### config.mk
export PLATFORM = sky130hd
export DESIGN_NAME = daisy_vec_irq
export DESIGN_NICKNAME = d
export VERILOG_FILES = /design/src/rtl/dcv_pkg.sv /design/src/rtl/dcv_slot.sv /design/src/rtl/dcv_chain.sv /design/src/rtl/dcv_ctrl.sv /design/src/rtl/daisy_vec_irq.sv
export SDC_FILE = /design/constraint.sdc
export NUM_CORES = 1
export LEC_CHECK = 0
export BUFFER_PORTS_ARGS = -buffer_cell sky130_fd_sc_hd__buf_2
export CORE_MARGIN = 8
export CORE_UTILIZATION = 39
export CTS_BUF_LIST = sky130_fd_sc_hd__clkbuf_2 sky130_fd_sc_hd__clkbuf_4 sky130_fd_sc_hd__clkbuf_8
export DETAILED_ROUTE_END_ITERATION = 7
export PLACE_DENSITY = 0.9
export SLEW_MARGIN = 30
export SYNTH_ARGS = -nofsm -noshare
export SYNTH_HDL_FRONTEND = slang
export SYNTH_SLANG_ARGS = --single-unit
### constraint.sdc
create_clock -name clk -period 2.55 [get_ports clk]
set_input_delay 0.51 -clock clk [delete_from_list [all_inputs] [get_ports clk]]
set_output_delay 0.51 -clock clk [all_outputs]
set_load 0.05 [all_outputs]
### src/rtl/dcv_pkg.sv
package dcv_pkg;
  // controller -> datapath
  typedef struct packed {
    logic ackIssue;
  } ctlStrb_t;
  // datapath -> controller
  typedef struct packed {
    logic hit;   // some slot absorbed the acknowledge this cycle
    logic lost;  // acknowledge left the last slot unanswered
  } dpStat_t;
endpackage

### src/rtl/dcv_slot.sv
module dcv_slot #(
  parameter int VEC_W = 8
) (
  input  logic             clk,
  input  logic             rstN,
  input  logic             reqSet,
  input  logic             ackPrev,
  input  logic             useHnd,
  input  logic [VEC_W-1:0] modAddr,
  input  logic [VEC_W-1:0] hndAddr,
  output logic             pending,
  output logic             ackHere,
  output logic             passOut,
  output logic             hit,
  output logic [VEC_W-1:0] vecOut
);
  assign hit     = ackHere & pending;
  assign passOut = ackHere & ~pending;
  assign vecOut  = hit ? (useHnd ? hndAddr : modAddr) : '0;

  always_ff @(posedge clk) begin
    if (!rstN) begin
      pending <= 1'b0;
      ackHere <= 1'b0;
    end else begin
      pending <= reqSet | (pending & ~hit);
      ackHere <= ackPrev;
    end
  end
endmodule

### src/rtl/dcv_chain.sv
module dcv_chain
  import dcv_pkg::*;
#(
  parameter int NUM_SLOTS = 4,
  parameter int VEC_W     = 8
) (
  input  logic                       clk,
  input  logic                       rstN,
  input  ctlStrb_t                   strb,
  input  logic [NUM_SLOTS-1:0]       reqSet,
  input  logic [NUM_SLOTS-1:0]       useHandler,
  input  logic [NUM_SLOTS*VEC_W-1:0] modAddr,
  input  logic [NUM_SLOTS*VEC_W-1:0] hndAddr,
  output dpStat_t                    stat,
  output logic [NUM_SLOTS-1:0]       pendingVec,
  output logic [NUM_SLOTS-1:0]       ackVec,
  output logic                       intReq,
  output logic [VEC_W-1:0]           vecData
);
  logic [NUM_SLOTS:0]   passLink;
  logic [NUM_SLOTS-1:0] hitVec;
  logic [VEC_W-1:0]     slotVec [NUM_SLOTS];

  assign passLink[0] = strb.ackIssue;

  for (genvar i = 0; i < NUM_SLOTS; i++) begin : g_slot
    dcv_slot #(.VEC_W(VEC_W)) u_slot (
      .clk     (clk),
      .rstN    (rstN),
      .reqSet  (reqSet[i]),
      .ackPrev (passLink[i]),
      .useHnd  (useHandler[i]),
      .modAddr (modAddr[i*VEC_W +: VEC_W]),
      .hndAddr (hndAddr[i*VEC_W +: VEC_W]),
      .pending (pendingVec[i]),
      .ackHere (ackVec[i]),
      .passOut (passLink[i+1]),
      .hit     (hitVec[i]),
      .vecOut  (slotVec[i])
    );
  end

  always_comb begin
    vecData = '0;
    for (int i = 0; i < NUM_SLOTS; i++) vecData = vecData | slotVec[i];
  end

  assign intReq    = |pendingVec;
  assign stat.hit  = |hitVec;
  assign stat.lost = passLink[NUM_SLOTS];
endmodule

### src/rtl/dcv_ctrl.sv
module dcv_ctrl
  import dcv_pkg::*;
(
  input  logic     clk,
  input  logic     rstN,
  input  logic     intReq,
  input  dpStat_t  stat,
  output ctlStrb_t strb
);
  logic busy;

  assign strb.ackIssue = ~busy & intReq;

  always_ff @(posedge clk) begin
    if (!rstN)                     busy <= 1'b0;
    else if (strb.ackIssue)        busy <= 1'b1;
    else if (stat.hit | stat.lost) busy <= 1'b0;
  end
endmodule

### src/rtl/daisy_vec_irq.sv
module daisy_vec_irq
  import dcv_pkg::*;
#(
  parameter int NUM_SLOTS = 4,
  parameter int VEC_W     = 8
) (
  input  logic                       clk,
  input  logic                       rstN,
  input  logic [NUM_SLOTS-1:0]       reqSet,
  input  logic [NUM_SLOTS-1:0]       useHandler,
  input  logic [NUM_SLOTS*VEC_W-1:0] modAddr,
  input  logic [NUM_SLOTS*VEC_W-1:0] hndAddr,
  output logic                       intReq,
  output logic                       vecValid,
  output logic [VEC_W-1:0]           vecData
);
  ctlStrb_t             strb;
  dpStat_t              stat;
  logic [NUM_SLOTS-1:0] pendingVec;
  logic [NUM_SLOTS-1:0] ackVec;

  dcv_ctrl u_ctrl (
    .clk    (clk),
    .rstN   (rstN),
    .intReq (intReq),
    .stat   (stat),
    .strb   (strb)
  );

  dcv_chain #(.NUM_SLOTS(NUM_SLOTS), .VEC_W(VEC_W)) u_chain (
    .clk        (clk),
    .rstN       (rstN),
    .strb       (strb),
    .reqSet     (reqSet),
    .useHandler (useHandler),
    .modAddr    (modAddr),
    .hndAddr    (hndAddr),
    .stat       (stat),
    .pendingVec (pendingVec),
    .ackVec     (ackVec),
    .intReq     (intReq),
    .vecData    (vecData)
  );

  assign vecValid = stat.hit;
endmodule

==> results.md <==
- Largest net degree at the start of global routing: 10
- Crit Path Class: in2out
- IR drop worst, VDD: 0.317 mV
- Class of the worst hold path: reg2reg
- DP HPWL: 2920 µm
- Setup Fix Bufs, Post-CTS: 0
- Global route overflow: 0
- Clock Skew: 0.00118 ns
- Total CTS buffers: 3
- Most frequent cells in the layout: 83 x buf_2, 32 x mux2i_1, 16 x o22ai_1, 9 x dfxtp_1, 8 x or2_1
- Setup_tns: 0 ns
- Ports: 84
- Register area share after synthesis: 22.2%
- Final Slew Violations: 0
- Final worst-path cycle share: 80.8%
- NumNets Final: 250
- Netlist cell types: 17
- TritonRoute pass-1 iters: 4
- Drt total wl: 3310 µm
- # DRC: 0
- Slew HR: 79.2%
- Crit path capture type: primary output
- Vias in the first global route: 1084
- Synth top area cells: mux2i_1 39%, dfxtp_1 22%, o22ai_1 12%
- Least-Margin Pin Slew: 0.311 ns
- Tot GR Track Use: 16.9%
- Clock Tree Buf Depth: 2
- Yosys reg bits: 9
- Clock Tree Root: clkbuf_4
- DRT iter0 DRCs: 21
- Worst setup SP type: primary input
- Final hold viol count: 0
- Die W: 61.7 µm
- Status: complete, no violations
- Synth warn: 0
- Initial core utilization: 41.5%
- CTS resizes: 0
- Critical Path AT: 1.55 ns
- Diodes inserted: 0
- Crit Path Max Fanout: 8
- H-tree levels: 1
- Clock net sink count: 9
- Via count of the routed design: 1064
- Die area: 3800 µm²
- Hold_buf cts: 0
- ANT nets after route: 0
- Core Region: 1960 µm²
- RePlAce Congestion: 0.874
- Power Density: 369 nW/µm²
- Synth Instances: 93
- Setup-failing EPs final: 0
- Post-Syn Area: 813 µm²
- Layout area overhead: 56.0%
- Clock transition at path regs: 0.06 ns
- Share of layout cells above drive strength 1: 50.9%
- First-pass GRT wire length: 4750 µm
- Initial antenna violation count: 0
- Max Cap Violations: 0
- Clk_lat worst skew: 0.26 ns
- Minimum clock period: 2.06 ns
- Port Buf Inserts: 83
- Synth top area share: 39.4%
- Leakage: 0.000745 µW
- Syn Area/Cell: 8.74 µm²
- Critical Path RT: 2.04 ns
- WL/cell: 16.4 µm
- Max Clock Freq: 485 MHz
- Placed cell count: 198
- Die H: 61.7 µm
- Via/cell ratio: 5.27
- CTS tree: done
- Row count: 16
- Post-synth top area cell: mux2i_1
- Non-Filler Instances: 202
- Commonest non-fill, non-tap cell in the layout: buf_2
- Unrepaired setup endpoints after global routing: no
- Synthesized Nets: 167
## critical path, cell delays in order
cell and delay, ns:
buf_2 0.23, mux2i_1 0.25, o22ai_1 0.11, or2_1 0.24
buf_2 0.21
## layout make-up
| cell class | count | area [µm²] |
|---|---|---|
| fill | 183 | 693 |
| multi-input combinational | 78 | 606 |
| timing repair buffer | 83 | 415 |
| sequential | 9 | 180 |
| tap | 27 | 33.8 |
| clock buffer | 4 | 30.0 |
| inverter | 1 | 3.75 |
## metal layers
metal  vias up  track usage (%)  part of all wire [%]
met2        64             31.0                    50
met3        10             5.64                    13
li1        517                -                     -
met4         0             11.0                   3.2
met5         -                0                     0
met1       473             15.3                    34
## per-stage QoR
step	utilization (%)	total power, µW	setup WS [ns]	hold slack, ns	instance area [µm²]
2_1_floorplan	-	277	0.638	0.421	813
3_3_place_gp	63.1	345	0.544	0.433	1240
3_5_place_dp	63.1	353	0.488	0.440	1240
4_1_cts	64.7	476	0.485	0.447	1270
5_1_grt	64.7	496	0.391	0.449	1270
6_report	64.7	468	0.488	0.444	1270
## cells in the mapped netlist
library cell,instances
clkbuf_1,1
and3b_4,1
buf_2,4
nor2b_1,4
inv_1,1
or4_4,1
and3b_1,1
a21oi_1,1
nand2_1,7
a41o_1,1
and3_1,1
o22ai_1,16
o21a_1,3
or2_1,8
nor2_1,2
dfxtp_1,9
mux2i_1,32
## report_power, final
part           leakage, µW  switching (µW)  internal, µW
clock            0.0000184            48.8          70.9
combinational     0.000652            96.0          91.5
sequential       0.0000746            8.51           153
## cell families (layout without fill, tap and decap cells)
group	Yosys count	count (layout)	synth area share [%]
mux	32	32	39.4
buf+inv	6	88	3.38
flops	9	9	22.2
compound gates	21	21	16.9
simple gates	25	25	18.2
## path summary, 6_finish.rpt
| check | startpoint | end | slack, ns | cells past startpoint |
|---|---|---|---|---|
| setup / recovery | useHandler[3] | vecData[7] | 0.49 | 5 |
| setup reg to reg | u_chain.g_slot[2].u_slot.pending | u_ctrl.busy | 1.19 | 3 |
| hold / removal | u_chain.g_slot[1].u_slot.ackHere | u_chain.g_slot[2].u_slot.ackHere | 0.44 | 2 |
| hold reg to reg | u_chain.g_slot[1].u_slot.ackHere | u_chain.g_slot[2].u_slot.ackHere | 0.44 | 2 |
## registers in the layout (all words and copies together), names as in the netlist
signal and cells:
u_ctrl.busy 1, u_chain.g_slot.u_slot.ackHere 4, u_chain.g_slot.u_slot.pending 4
Note: power is estimated with default switching activity, not from simulation.
